$ cat src/rtl/udt_pkg.sv
package udt_pkg;
  localparam int CRC_W = 16;
  localparam logic [CRC_W-1:0] CRC_POLY = 16'h1021;
  localparam logic [CRC_W-1:0] CRC_SEED = 16'h4ABA;

  typedef enum logic [2:0] {
    ST_IDLE,
    ST_XFER,
    ST_WDRAW,
    ST_STOP,
    ST_TURN,
    ST_DRIVE
  } seq_state_e;
endpackage

$ cat src/rtl/udt_sync.sv
module udt_sync #(
  parameter int W      = 2,
  parameter int STAGES = 2
) (
  input  logic         clk,
  input  logic         rst_n,
  input  logic [W-1:0] d,
  output logic [W-1:0] q
);
  logic [W-1:0] chain [STAGES];

  always_ff @(posedge clk or negedge rst_n) begin
    if (!rst_n) begin
      for (int i = 0; i < STAGES; i++) chain[i] <= '0;
    end else begin
      chain[0] <= d;
      for (int i = 1; i < STAGES; i++) chain[i] <= chain[i-1];
    end
  end

  assign q = chain[STAGES-1];
endmodule

$ cat src/rtl/udt_crc.sv
module udt_crc #(
  parameter int DW = 16
) (
  input  logic                       clk,
  input  logic                       rst_n,
  input  logic                       seed,
  input  logic                       upd,
  input  logic [DW-1:0]              din,
  output logic [udt_pkg::CRC_W-1:0]  crc
);
  import udt_pkg::*;

  logic [CRC_W-1:0] nxt;

  always_comb begin
    nxt = crc;
    for (int i = DW - 1; i >= 0; i--) begin
      if (nxt[CRC_W-1] ^ din[i]) nxt = {nxt[CRC_W-2:0], 1'b0} ^ CRC_POLY;
      else                       nxt = {nxt[CRC_W-2:0], 1'b0};
    end
  end

  always_ff @(posedge clk or negedge rst_n) begin
    if (!rst_n)    crc <= CRC_SEED;
    else if (seed) crc <= CRC_SEED;
    else if (upd)  crc <= nxt;
  end
endmodule

$ cat src/rtl/udt_capture.sv
module udt_capture #(
  parameter int DW = 16,
  parameter int CW = 16
) (
  input  logic          clk,
  input  logic          rst_n,
  input  logic          strb_s,
  input  logic [DW-1:0] data_in,
  input  logic          enable,
  input  logic          clear,
  output logic          cap,
  output logic          word_valid,
  output logic [DW-1:0] word_data,
  output logic [CW-1:0] count
);
  logic strb_d;
  logic strb_edge;

  assign strb_edge = strb_s ^ strb_d;
  assign cap       = strb_edge & enable;

  always_ff @(posedge clk or negedge rst_n) begin
    if (!rst_n) begin
      strb_d     <= 1'b0;
      word_valid <= 1'b0;
      word_data  <= '0;
      count      <= '0;
    end else begin
      strb_d     <= strb_s;
      word_valid <= cap;
      if (cap) word_data <= data_in;
      if (clear)                          count <= '0;
      else if (cap && count != {CW{1'b1}}) count <= count + 1'b1;
    end
  end

  // a beat never lasts two cycles without a second detected edge
  a_r10_single_beat: assert property (@(posedge clk) disable iff (!rst_n)
    word_valid && $past(word_valid) |-> $past(strb_s) != $past(strb_s, 2));
endmodule

$ cat src/rtl/udt_seq.sv
module udt_seq #(
  parameter int T_RP  = 8,
  parameter int T_ZAH = 4
) (
  input  logic clk,
  input  logic rst_n,
  input  logic req_s,
  input  logic term_req,
  input  logic have_word,
  output logic host_rdy,
  output logic stop_o,
  output logic accept,
  output logic burst_start,
  output logic drive_en,
  output logic done
);
  import udt_pkg::*;

  localparam int TMAX = (T_RP > T_ZAH) ? T_RP : T_ZAH;
  localparam int WCW  = $clog2(TMAX + 1);
  localparam logic [WCW-1:0] RP_LAST  = WCW'(T_RP - 1);
  localparam logic [WCW-1:0] ZAH_LAST = WCW'(T_ZAH - 1);

  seq_state_e state, state_n;
  logic [WCW-1:0] wcnt, wcnt_n;
  logic pend, pend_n;

  always_comb begin
    state_n = state;
    wcnt_n  = wcnt;
    pend_n  = pend;
    unique case (state)
      ST_IDLE: begin
        pend_n = 1'b0;
        if (req_s) state_n = ST_XFER;
      end
      ST_XFER: begin
        if (!req_s) begin
          state_n = ST_IDLE;
        end else if ((term_req || pend) && have_word) begin
          state_n = ST_WDRAW;
          wcnt_n  = '0;
          pend_n  = 1'b0;
        end else if (term_req) begin
          pend_n = 1'b1;
        end
      end
      ST_WDRAW: begin
        wcnt_n = wcnt + 1'b1;
        if (wcnt == RP_LAST) state_n = ST_STOP;
      end
      ST_STOP: begin
        if (!req_s) begin
          state_n = ST_TURN;
          wcnt_n  = '0;
        end
      end
      ST_TURN: begin
        wcnt_n = wcnt + 1'b1;
        if (wcnt == ZAH_LAST) state_n = ST_DRIVE;
      end
      ST_DRIVE: state_n = ST_IDLE;
      default:  state_n = ST_IDLE;
    endcase
  end

  always_ff @(posedge clk or negedge rst_n) begin
    if (!rst_n) begin
      state <= ST_IDLE;
      wcnt  <= '0;
      pend  <= 1'b0;
    end else begin
      state <= state_n;
      wcnt  <= wcnt_n;
      pend  <= pend_n;
    end
  end

  assign host_rdy    = (state == ST_XFER);
  assign accept      = (state == ST_XFER) || (state == ST_WDRAW);
  assign stop_o      = (state == ST_STOP) || (state == ST_TURN) || (state == ST_DRIVE);
  assign burst_start = (state == ST_IDLE) && req_s;
  assign drive_en    = (state == ST_DRIVE);
  assign done        = (state == ST_DRIVE);

  // ready never returns while STOP is held
  a_r2_rdy_low_under_stop: assert property (@(posedge clk) disable iff (!rst_n)
    $past(stop_o) |-> !host_rdy);

  // STOP only drops after the CRC drive cycle
  a_r4_stop_until_drive: assert property (@(posedge clk) disable iff (!rst_n)
    $fell(stop_o) |-> $past(drive_en));
endmodule

$ cat src/rtl/udma_rd_terminator.sv
module udma_rd_terminator #(
  parameter int DW          = 16,
  parameter int CW          = 16,
  parameter int T_RP        = 8,
  parameter int T_ZAH       = 4,
  parameter int SYNC_STAGES = 2
) (
  input  logic          clk,
  input  logic          rst_n,
  input  logic          dev_strobe,
  input  logic          dev_req,
  input  logic [DW-1:0] dev_data,
  input  logic          term_req,
  output logic          host_rdy,
  output logic          stop_o,
  output logic          word_valid,
  output logic [DW-1:0] word_data,
  output logic [CW-1:0] burst_words,
  output logic          bus_drive_en,
  output logic [DW-1:0] bus_out,
  output logic          done_o
);
  import udt_pkg::*;

  logic [1:0] sync_q;
  logic req_s, strb_s;
  logic accept, burst_start, cap;
  logic [CRC_W-1:0] crc;

  udt_sync #(.W(2), .STAGES(SYNC_STAGES)) sync_i (
    .clk(clk), .rst_n(rst_n), .d({dev_req, dev_strobe}), .q(sync_q)
  );
  assign req_s  = sync_q[1];
  assign strb_s = sync_q[0];

  udt_seq #(.T_RP(T_RP), .T_ZAH(T_ZAH)) seq_i (
    .clk(clk), .rst_n(rst_n), .req_s(req_s), .term_req(term_req),
    .have_word(burst_words != '0), .host_rdy(host_rdy), .stop_o(stop_o),
    .accept(accept), .burst_start(burst_start), .drive_en(bus_drive_en),
    .done(done_o)
  );

  udt_capture #(.DW(DW), .CW(CW)) cap_i (
    .clk(clk), .rst_n(rst_n), .strb_s(strb_s), .data_in(dev_data),
    .enable(accept), .clear(burst_start), .cap(cap),
    .word_valid(word_valid), .word_data(word_data), .count(burst_words)
  );

  udt_crc #(.DW(DW)) crc_i (
    .clk(clk), .rst_n(rst_n), .seed(burst_start), .upd(cap),
    .din(dev_data), .crc(crc)
  );

  assign bus_out = bus_drive_en ? DW'(crc) : '0;

  // ready is only withdrawn mid-burst once a word has been counted
  a_r1_term_after_word: assert property (@(posedge clk) disable iff (!rst_n)
    $fell(host_rdy) && req_s |-> burst_words != '0);

  // no beat leaves once STOP has been up for a full cycle
  a_r5_stop_blocks_words: assert property (@(posedge clk) disable iff (!rst_n)
    stop_o && $past(stop_o) |-> !word_valid);

  // the bus is driven only after the request is seen low
  a_r6_drive_after_req_low: assert property (@(posedge clk) disable iff (!rst_n)
    bus_drive_en |-> !req_s && $past(!req_s));

  // done coincides with the CRC drive cycle
  a_r8_done_with_drive: assert property (@(posedge clk) disable iff (!rst_n)
    done_o |-> bus_drive_en && stop_o);
endmodule

$ cat config.mk
export PLATFORM = sky130hd
export DESIGN_NAME = udma_rd_terminator
export DESIGN_NICKNAME = d
export VERILOG_FILES = /design/src/rtl/udt_pkg.sv /design/src/rtl/udt_sync.sv /design/src/rtl/udt_crc.sv /design/src/rtl/udt_capture.sv /design/src/rtl/udt_seq.sv /design/src/rtl/udma_rd_terminator.sv
export SDC_FILE = /design/constraint.sdc
export NUM_CORES = 1
export LEC_CHECK = 0
export BUFFER_PORTS_ARGS = -buffer_cell sky130_fd_sc_hd__buf_2
export CELL_PAD_IN_SITES_DETAIL_PLACEMENT = 0
export CELL_PAD_IN_SITES_GLOBAL_PLACEMENT = 1
export CORE_UTILIZATION = 38
export DETAILED_ROUTE_END_ITERATION = 16
export PLACE_DENSITY_LB_ADDON = 0.1
export SYNTH_ARGS = -nofsm -noshare
export SYNTH_HDL_FRONTEND = slang
export SYNTH_SLANG_ARGS = --single-unit
$ cat constraint.sdc
create_clock -name clk -period 2.2 [get_ports clk]
set_input_delay 0.33 -clock clk [delete_from_list [all_inputs] [get_ports clk]]
set_output_delay 0.33 -clock clk [all_outputs]
set_load 0.01 [all_outputs]
==> results of run 1 <==
-- cell usage in the layout (no fill, tap or decap), types with 10 or more instances in the layout --
cell / count
nand3_1: 19
buf_4: 17
nand2_1: 62
dfrtp_1: 54
nor2_1: 22
xnor2_1: 30
and2_1: 15
xor2_1: 15
buf_2: 73
a21oi_1: 13
or3_1: 10
o21ai_1: 22
-- worst reg2reg max path, stage by stage (launching register included) --
cell	delay [ns]
dfstp_2	0.56
xnor2_2	0.17
xnor3_1	0.45
xnor2_2	0.29
xnor2_1	0.13
or3_1	0.33
o21ai_1	0.08
-- synthesized netlist by cell type (all sizes together), types with 2 or more instances --
master,n
a21oi,13
a31o,2
a31oi,3
and2,15
and3,4
and4,2
buf,3
clkbuf,12
dfrtp,54
dfstp,8
ha,3
inv,11
nand2,62
nand2b,3
nand3,19
nand4,5
nor2,22
nor2b,2
nor3,9
nor4,4
o211ai,4
o21ai,29
o31a,2
or3,10
xnor2,35
xnor3,7
xor2,17
-- stage by stage --
stage	cells	cell area, um^2	utilization (%)	power [mW]	hold WS, ns
6_report	569	4272	48.27	6.371	-0.01675
2_1_floorplan	369	3513	-	4.596	0.03441
4_1_cts	569	4257	48.11	6.432	0.001439
3_5_place_dp	554	4100	46.34	5.542	0.3358
5_1_grt	569	4272	48.27	6.914	0.01860
3_3_place_gp	554	4100	46.34	5.495	0.3321
-- state kept, by name, indices dropped and copies added, names as in the netlist --
signal / count
seq_i.wcnt: 4
cap_i.word_data: 16
seq_i.state: 3
cap_i.word_valid: 1
cap_i.count: 16
sync_i.chain: 2
crc_i.crc: 16
cap_i.strb_d: 1
seq_i.pend: 1
sync_i.q: 2
-- what timing repair did --
| item | 4_1_cts | 5_1_grt |
|---|---|---|
| setup buffers | 0 | 0 |
| resized for setup | 0 | 2 |
| endpoints found under the hold margin | 0 | 0 |
| hold buffers | 0 | 0 |
| setup endpoints to repair | 0 | 6 |
-- metal layers --
| layer | global-route usage (%) | share of wire, % | vias to the layer above |
|---|---|---|---|
| li1 | - | - | 1432 |
| met1 | 28.24 | 52 | 1369 |
| met2 | 27.84 | 43 | 55 |
| met3 | 4.438 | 4.4 | 9 |
| met4 | 6.200 | 1.2 | 0 |
| met5 | 0 | 0 | - |
-- cell families after synthesis --
group,share of synthesized area [%]
flip-flops,44.44
AND/OR/NAND/NOR,22.01
XOR/XNOR,20.05
AO/OA/AOI/OAI,9.295
buffers and inverters,3.134
adder cells (fa/ha/maj),1.068
-- power by group --
| part | internal, mW | switching [mW] |
|---|---|---|
| Combinational | 1.75 | 1.96 |
| Sequential | 1.55 | 0.254 |
| Clock | 0.399 | 0.458 |
| Total | 3.70 | 2.67 |
-- cell type report --
class / count / area, um^2
Inverter: 11 / 41.29
Fill cell: 872 / 4577
Multi-Input combinational cell: 281 / 1853
Clock inverter: 4 / 25.02
Sequential cell: 62 / 1562
Tap cell: 108 / 135.1
Timing Repair Buffer: 92 / 524.3
Clock buffer: 11 / 131.4
-- how the worst max path moves through the flow --
stage	startpoint	end	slack, ns	depth (start not counted)
finish	seq_i.state[1]	bus_out[11]	0.10	6
global route	seq_i.state[1]	bus_out[11]	0.0004	6
floorplan	crc_i.crc[14]	crc_i.crc[7]	0.06	7
global placement	crc_i.crc[14]	crc_i.crc[7]	0.10	6
CTS	crc_i.crc[14]	crc_i.crc[7]	0.06	6
detailed placement	crc_i.crc[14]	crc_i.crc[7]	0.08	6
==> impl_results.md, run 1 <==
* Status: complete, but fails checks
* Violated checks: hold timing
* Vias in the first global route at 2796
* Clock root buffer: clkbuf_8
* Mapped Cells at 369
* Mapped cell area at 3513 um^2
* Fmax at 476.3 MHz
* Syn Nets at 393
* Vias at 2865
* Dpl hpwl at 5890 um
* Crit. End Element: output port
* Final Hold Viols at 24
* Max Slew Vio Count at 0
* Yosys top cell by area: dfrtp_1
* Max Fanout on Critical Path at 17
* Nets at 481
* DRT iter0 DRCs at 112
* Sequential share of the synthesized area at 44.44%
* CP Class: flop to output port
* Crit path DAT at 1.77 ns
* Area growth, synth to finish at 21.58%
* Die W at 98.16 um
* Setup WS pre-CTS at 0.08339 ns
* Tcrit/Tclk final at 95.43%
* Area contributors post-synth: dfrtp_1 38%, xnor2_1 7.5%, nand2_1 6.6%, dfstp_2 6.0%, xor2_1 3.7%
* Largest net degree at the start of global routing at 63
* CORE AREA at 8848 um^2
* Final hold slack at -0.01675 ns
* DRC Markers at 0
* Yosys cell types at 45
* Syn Area/Cell at 9.521 um^2
* LEAKAGE at 2.096 nW
* Startpoint types: flop
* PD cells at 1492 nW/um^2
* Number of diodes at 0
* Via density at 5.035
* Initial antenna violation count at 0
* Layout cells sized above 1 at 27.33%
* GRT Total Usage at 19.19%
* Slew margin rel. at 63.21%
* Post-synth top area share at 38.46%
* Ys flop type: dfrtp_1
* Die Height at 98.16 um
* Reg2reg path depth at 6
* WL final at 8536 um
* Final GP Congestion at 0.8303
* Setup violators final at 0
* PnR worst setup slack at 0.1004 ns
* Fin crit period at 2.100 ns
* Starting Density at 39.71%
* Clock skew at 0.01287 ns
* Cell family with the largest share of critical-path delay: simple AND/OR/NAND/NOR gates
* Worst Hold Class: input port to asynchronous set/reset pin
* Latest clock arrival within the worst-skew pair at 0.35 ns
* R2R Setup Slk at 0.12 ns
* Setup_tns at 0 ns
* Max-cap viol count at 0
* H-tree Lvls at 3
* Maximum buffer depth of the clock tree at 2
* Final antenna-violating net count at 0
* First-pass GRT wire length at 14340 um
* Global route overflow at 0
* Worst path bufs/invs at 3
* CTS tree: yes
* Number of synthesized flops with an enable pin at 0
* # rows at 34
* CTS Buf Count at 9
* Yosys reg bits at 62
* Pre-Repair DR Iteration Count at 7
* CTS Sinks at 62
* Die area at 9634 um^2
* Least-Margin Pin Slew at 0.5495 ns
* Async SR Flop Fraction at 100.0%
* Port bufs at 73
* Maximum vdd drop at 0.0006469 V
* Worst path slowest cell: dfrtp_1
* R2r startpoint: crc_i.crc[11]
* I/O pins at 74
* Critical Path RT at 1.87 ns
* Reg-to-Reg End: crc_i.crc[15]
* Crit path cell chain: buf_4 -> nand2b_1 -> nor2_1 -> buf_6 -> and2_1 -> buf_2
* CP max stage delay at 0.40 ns
* Yosys synthesis warning count at 0
* Routed WL per cell at 15.00 um
* Clock transition at the registers of the reported paths at 0.07 ns
* Unrepaired setup endpoints after global routing: no
No activity file was read; power rests on OpenSTA's default activity.
==> run 2, diff against run 1 <==
- CORE_ASPECT_RATIO: unset -> 2
- REMOVE_ABC_BUFFERS: unset -> 1
==> run 2 against run 1 <==
Effect of this change: the run now ends clean; hold slack improved by 0.035 ns; sequential power about the same; core utilization increased by 1.7 points; via count increased by 2.8%; count of clock-buffer cells in the layout increased by 1; critical path depth unchanged; register-to-register slack about the same; worst setup slack improved by 0.017 ns; die area increased by 0.24%; cell count increased by 0.70%; power increased by 11%; sequential share of layout area decreased by 1.7 points; critical endpoint is now crc_i.crc[15]; largest cell class unchanged; largest power group unchanged.
==> impl_results.md, run 2 (synthesis gave the netlist of run 1 again) <==
* Unrepaired setup endpoints after global routing: no (unchanged)
* Setup WS pre-CTS at 0.08826 ns (was 0.08339 ns)
* Sw Pwr at 2.771 mW (was 2.673 mW)
* Layout cells sized above 1 at 29.51% (was 27.33%)
* P_int at 4.326 mW (was 3.699 mW)
* Latest clock arrival within the worst-skew pair at 0.33 ns (was 0.35 ns)
* Starting Density at 39.25% (was 39.71%)
* Via density at 5.138 (was 5.035)
* Worst path slowest cell: dfstp_2 (was dfrtp_1)
* Maximum vdd drop at 0.0006559 V (was 0.0006469 V)
* Final GP Congestion at 0.8214 (was 0.8303)
* Die area at 9657 um^2 (was 9634 um^2)
* Least-Margin Pin Slew at 0.6257 ns (was 0.5495 ns)
* CORE AREA at 8951 um^2 (was 8848 um^2)
* Clock transition at the registers of the reported paths at 0.05 ns (was 0.07 ns)
* LEAKAGE at 2.218 nW (was 2.096 nW)
* Setup_tns at 0 ns (unchanged)
* Biggest regs: cap_i.count (16), cap_i.word_data (16), crc_i.crc (16) (unchanged)
* Area growth, synth to finish at 27.39% (was 21.58%)
* Routed WL per cell at 16.33 um (was 15.00 um)
* Setup violators final at 0 (unchanged)
* DRT iter0 DRCs at 150 (was 112)
* Power Total at 7.096 mW (was 6.371 mW)
* Final hold slack at 0.01787 ns (was -0.01675 ns)
* CTS Sinks at 62 (unchanged)
* Setup Fix Bufs, Post-CTS at 0 (unchanged)
* Max Fanout on Critical Path at 3 (was 17)
* Worst path bufs/invs at 0 (was 3)
* Global route overflow at 0 (unchanged)
* CTS Buf Count at 9 (unchanged)
* Crit. End Element: flop (was output port)
* Worst Hold Class: input port to asynchronous set/reset pin (unchanged)
* Nets at 490 (was 481)
* Most frequent cells in the layout: 73 x buf_2, 62 x nand2_1, 54 x dfrtp_1 (unchanged)
* Clock skew at 0.004703 ns (was 0.01287 ns)
* Status: finished clean (was complete, but fails checks)
* I/O pins at 74 (unchanged)
* WL final at 9357 um (was 8536 um)
* DRC Markers at 0 (unchanged)
* # rows at 49 (was 34)
* CTS tree: yes (unchanged)
* R2r startpoint: crc_i.crc[11] (unchanged)
* Startpoint types: flop (unchanged)
* Clock power frac at 20.2% (was 13.4%)
* Cell family with the largest share of critical-path delay: XOR/XNOR gates (was simple AND/OR/NAND/NOR gates)
* Slew margin rel. at 58.29% (was 63.21%)
* PD cells at 1586 nW/um^2 (was 1492 nW/um^2)
* Max-cap viol count at 0 (unchanged)
* Max Slew Vio Count at 0 (unchanged)
* Crit path cell chain: xnor2_2 -> xnor3_1 -> xnor2_2 -> xnor2_1 -> or3_1 -> o21ai_1 (was buf_4 -> nand2b_1 -> nor2_1 -> buf_6 -> and2_1 -> buf_2)
* Critical path's most frequent cell: xnor2_2
* Fmax at 480.3 MHz (was 476.3 MHz)
* Die Height at 138.0 um (was 98.16 um)
* Crit path DAT at 2.34 ns (was 1.77 ns)
* CP max stage delay at 0.56 ns (was 0.40 ns)
* Tcrit/Tclk final at 94.64% (was 95.43%)
* Setup crit start: crc_i.crc[11] (was seq_i.state[1])
* H-tree Lvls at 3 (unchanged)
* Initial antenna violation count at 0 (unchanged)
* Leading cell type in the layout, fill and taps excluded: buf_2 (unchanged)
* Hold buffer count at CTS at 0 (unchanged)
* PnR worst setup slack at 0.1178 ns (was 0.1004 ns)
* Port bufs at 73 (unchanged)
* Maximum buffer depth of the clock tree at 2 (unchanged)
* GRT Total Usage at 20.40% (was 19.19%)
* First-pass GRT wire length at 14810 um (was 14340 um)
* Critical Path RT at 2.45 ns (was 1.87 ns)
* Dpl hpwl at 6904 um (was 5890 um)
* Number of diodes at 0 (unchanged)
* Final Hold Viols at 0 (was 24)
* Vias at 2944 (was 2865)
* Clock root buffer: clkbuf_16 (was clkbuf_8)
* Die W at 69.99 um (was 98.16 um)
* Switching Share at 39.04% (was 41.95%)
* Vias in the first global route at 2893 (was 2796)
* Pre-Repair DR Iteration Count at 4 (was 7)
* Fin crit period at 2.082 ns (was 2.100 ns)
* Final antenna-violating net count at 0 (unchanged)
* Largest net degree at the start of global routing at 40 (was 63)
* Combinational power share at 54.4% (was 58.3%)
* CP Class: flop to flop (was flop to output port)
* Reg power frac at 25.4% (was 28.3%)
run 2: power groups by stage:
stage | clock network (mW) | logic, mW | registers (mW)
2_1_floorplan | 0 | 2.61 | 1.91
3_3_place_gp | 0 | 3.86 | 1.82
3_5_place_dp | 0 | 3.87 | 1.83
4_1_cts | 1.47 | 3.90 | 1.81
5_1_grt | 1.51 | 4.24 | 1.85
6_report | 1.43 | 3.86 | 1.81
run 2: through the flow:
stage / util (%) / instances / cell area (um^2)
floorplan: - / 354 / 3445
global placement: 46.48 / 557 / 4160
detailed placement: 46.48 / 557 / 4160
CTS: 49.87 / 573 / 4464
global route: 50.00 / 573 / 4476
finish: 50.00 / 573 / 4476
run 2: path summary, 6_finish.rpt:
path | endpoint | slack (ns) | cells past startpoint
min in group clk | sync_i.chain[3] | 0.10 | 1
max | crc_i.crc[15] | 0.12 | 6
min | seq_i.wcnt[1] | 0.02 | 1
max reg2reg | crc_i.crc[15] | 0.12 | 6
max in group asynchronous | crc_i.crc[1] | 1.48 | 2
min reg2reg | sync_i.q[1] | 0.35 | 0
run 2: timing repair:
| item | CTS | global route |
|---|---|---|
| setup endpoints to repair | 12 | 13 |
| gates resized for setup | 1 | 3 |
| pin swaps | 0 | 1 |
run 2: layer usage:
metal  routed length (um)  track usage [%]  up-vias
met2                 5210            37.93       67
met5                    0                0        -
met1                 3642            22.36     1415
met3                  387            4.651        9
li1                     -                -     1453
met4                  116            7.444        0
run 2: worst register-to-register path: stages (launching register included):
cell	delay (ns)
dfstp_2	0.56
xnor2_2	0.17
xnor3_1	0.45
xnor2_2	0.30
xnor2_1	0.14
or3_1	0.31
o21ai_1	0.08
run 2: final cells by class:
| cell class | count | area [um^2] |
|---|---|---|
| well taps | 102 | 127.6 |
| repair buffers | 101 | 591.8 |
| inverters | 11 | 41.29 |
| fillers | 845 | 4476 |
| multi-input cells | 281 | 1852 |
| clock buffers | 12 | 256.5 |
| flip-flops and latches | 62 | 1562 |
| clock inverters | 4 | 45.04 |
==> run 3, diff against run 2 <==
- CAP_MARGIN: unset -> 20
- CORE_UTILIZATION: 38 -> 42
- CTS_BUF_LIST: unset -> sky130_fd_sc_hd__clkbuf_16
- clock period: 2.2 -> 2.3 ns (I/O delays scaled with it)
==> run 3 against run 2 <==
Effect of this change: core utilization is 4.4 points higher; non-clock buffer count down 8; die area is 9.3% lower; design area shrank 2.7%; clock power fell by 19%; combinational power fell by 3%; register-to-register slack worse by 0.04 ns; cell count decreased by 2.6%; critical endpoint is now crc_i.crc[7]; largest power group unchanged.
==> impl_results.md, run 3 (synthesis gave the netlist of run 1 again) <==
* Status: finished clean (unchanged)
* Fin crit period at 2.220 ns (was 2.082 ns)
* Area growth, synth to finish at 23.97% (was 27.39%)
* DRT iter0 DRCs at 149 (was 150)
* Worst Hold Class: input port to asynchronous set/reset pin (unchanged)
* Crit path cell chain: xnor3_2 -> xnor3_2 -> xnor2_4 -> xor2_1 -> a31oi_1 -> o31a_1 (was xnor2_2 -> xnor3_1 -> xnor2_2 -> xnor2_1 -> or3_1 -> o21ai_1)
* Routed metal-1 wire length at 3567 um (was 3642 um)
* Placed Cells at 543 (was 557)
* Final non-filler cell total at 558 (was 573)
* Final Hold Viols at 0 (unchanged)
* Dpl hpwl at 7176 um (was 6904 um)
* Tcrit/Tclk final at 96.52% (was 94.64%)
* Maximum vdd drop at 0.0007540 V (was 0.0006559 V)
* Power Total at 6.638 mW (was 7.096 mW)
* Resize count post-CTS at 0 (was 1)
* Setup_tns at 0 ns (unchanged)
* Biggest regs: cap_i.count (16), cap_i.word_data (16), crc_i.crc (16) (unchanged)
* Maximum buffer depth of the clock tree at 2 (unchanged)
* Die area at 8757 um^2 (was 9657 um^2)
* CORE AREA at 8000 um^2 (was 8951 um^2)
* Final antenna-violating net count at 0 (unchanged)
* Pre-Repair DR Iteration Count at 5 (was 4)
* Most frequent cells in the layout: 73 x buf_2, 62 x nand2_1, 54 x dfrtp_1 (unchanged)
* Multi-input gate area at 1842 um^2 (was 1852 um^2)
* Die W at 66.67 um (was 69.99 um)
* Unrepaired setup endpoints after global routing: no (unchanged)
* CTS Buf Count at 9 (unchanged)
* PnR worst setup slack at 0.07993 ns (was 0.1178 ns)
* CP Class: flop to flop (unchanged)
* Max Fanout on Critical Path at 3 (unchanged)
* WL final at 9708 um (was 9357 um)
* Number of diodes at 0 (unchanged)
* Routed WL per cell at 17.40 um (was 16.33 um)
* Critical Path RT at 2.57 ns (was 2.45 ns)
* I/O pins at 74 (unchanged)
* Critical path's most frequent cell: xnor3_2 (was xnor2_2)
* Setup WS pre-CTS at 0.08910 ns (was 0.08826 ns)
* CP max stage delay at 0.54 ns (was 0.56 ns)
* Nets at 482 (was 490)
* CTS tree: yes (unchanged)
* Fmax at 450.4 MHz (was 480.3 MHz)
* Largest net degree at the start of global routing at 37 (was 40)
* Least-Margin Pin Slew at 0.6013 ns (was 0.6257 ns)
* Vias in the first global route at 2974 (was 2893)
* Initial antenna violation count at 0 (unchanged)
* Crit. End Element: flop (unchanged)
* DRC Markers at 0 (unchanged)
* Startpoint types: flop (unchanged)
* Max Slew Vio Count at 0 (unchanged)
* Die Height at 131.3 um (was 138.0 um)
* Clock skew at 0.004109 ns (was 0.004703 ns)
* First-pass GRT wire length at 15500 um (was 14810 um)
* Via density at 5.308 (was 5.138)
* Max-cap viol count at 0 (unchanged)
* LEAKAGE at 2.165 nW (was 2.218 nW)
* Worst path slowest cell: dfstp_2 (unchanged)
* Port bufs at 73 (unchanged)
* Latest clock arrival within the worst-skew pair at 0.33 ns (about the same)
* # rows at 46 (was 49)
* GRT Total Usage at 24.55% (was 20.40%)
* Setup Fix Bufs, Post-CTS at 0 (unchanged)
* Post-layout util at 54.44% (was 50.00%)
* PD cells at 1524 nW/um^2 (was 1586 nW/um^2)
* Met3 routed WL at 337 um (was 387 um)
* Layout cells sized above 1 at 27.06% (was 29.51%)
* Slew margin rel. at 59.91% (was 58.29%)
* FILL cells at 791 (was 845)
* Highest metal used: met4 (unchanged)
* Register Area at 1562 um^2 (unchanged)
* Hold buffer count at CTS at 0 (unchanged)
* Clock root buffer: clkbuf_16 (unchanged)
* Clock transition at the registers of the reported paths at 0.05 ns (about the same)
* Setup violators final at 0 (unchanged)
* Final hold slack at 0.02233 ns (was 0.01787 ns)
* CTS Sinks at 62 (unchanged)
* Final GP Congestion at 0.8080 (was 0.8214)
* H-tree Lvls at 3 (unchanged)
* Crit path DAT at 2.49 ns (was 2.34 ns)
* Leading cell type in the layout, fill and taps excluded: buf_2 (unchanged)
* Fin area at 4355 um^2 (was 4476 um^2)
* Met2 wire length at 5598 um (was 5210 um)
* Area after DPL at 4105 um^2 (was 4160 um^2)
* Starting Density at 43.92% (was 39.25%)
* Vias at 2962 (was 2944)
* Global route overflow at 0 (unchanged)
-- run 3: cell count changes in the layout (fill, tap and decap cells not counted) --
cell / previous run / this run
buf_12: 1 / 2
buf_4: 26 / 18
buf_6: 1 / 0
bufinv_16: 1 / 0
clkbuf_1: 1 / 0
clkbuf_8: 2 / 0
clkinv_1: 0 / 1
clkinv_2: 3 / 2
inv_1: 9 / 12
nand2b_1: 2 / 3
nand2b_2: 1 / 0
nor2_1: 21 / 22
nor2_4: 1 / 0
-- run 3: final timing paths --
kind / start / endpoint / slack [ns] / cells after the start
max in group asynchronous: rst_n / crc_i.crc[5] / 1.58 / 2
setup / recovery: crc_i.crc[14] / crc_i.crc[7] / 0.08 / 6
hold reg to reg: sync_i.chain[2] / sync_i.q[0] / 0.35 / 0
min in group clk: dev_strobe / sync_i.chain[2] / 0.12 / 1
hold / removal: rst_n / cap_i.word_data[7] / 0.02 / 1
setup reg to reg: crc_i.crc[14] / crc_i.crc[7] / 0.08 / 6
-- run 3: metal layers --
layer	track usage, %	vias up
li1	-	1427
met1	26.33	1437
met4	9.693	0
met5	0	-
met3	5.122	17
met2	44.50	81
-- run 3: report_power, final --
group | internal [mW] | switching [mW]
combinational | 1.73 | 2.00
sequential | 1.48 | 0.262
clock | 0.701 | 0.459
-- run 3: layout make-up --
type	count	area share, %
Multi-Input combinational cell	281	42.29
Sequential cell	62	35.85
Timing Repair Buffer	93	12.41
Clock buffer	9	5.171
Tap cell	96	2.758
Inverter	11	0.9480
Clock inverter	6	0.5745
-- run 3: worst max-delay path, delay by kind of cell, from the launching register on --
kind / cells / cell delay, ns
XOR/XNOR: 4 / 1.25
flip-flops: 1 / 0.54
AO/OA/AOI/OAI: 2 / 0.37
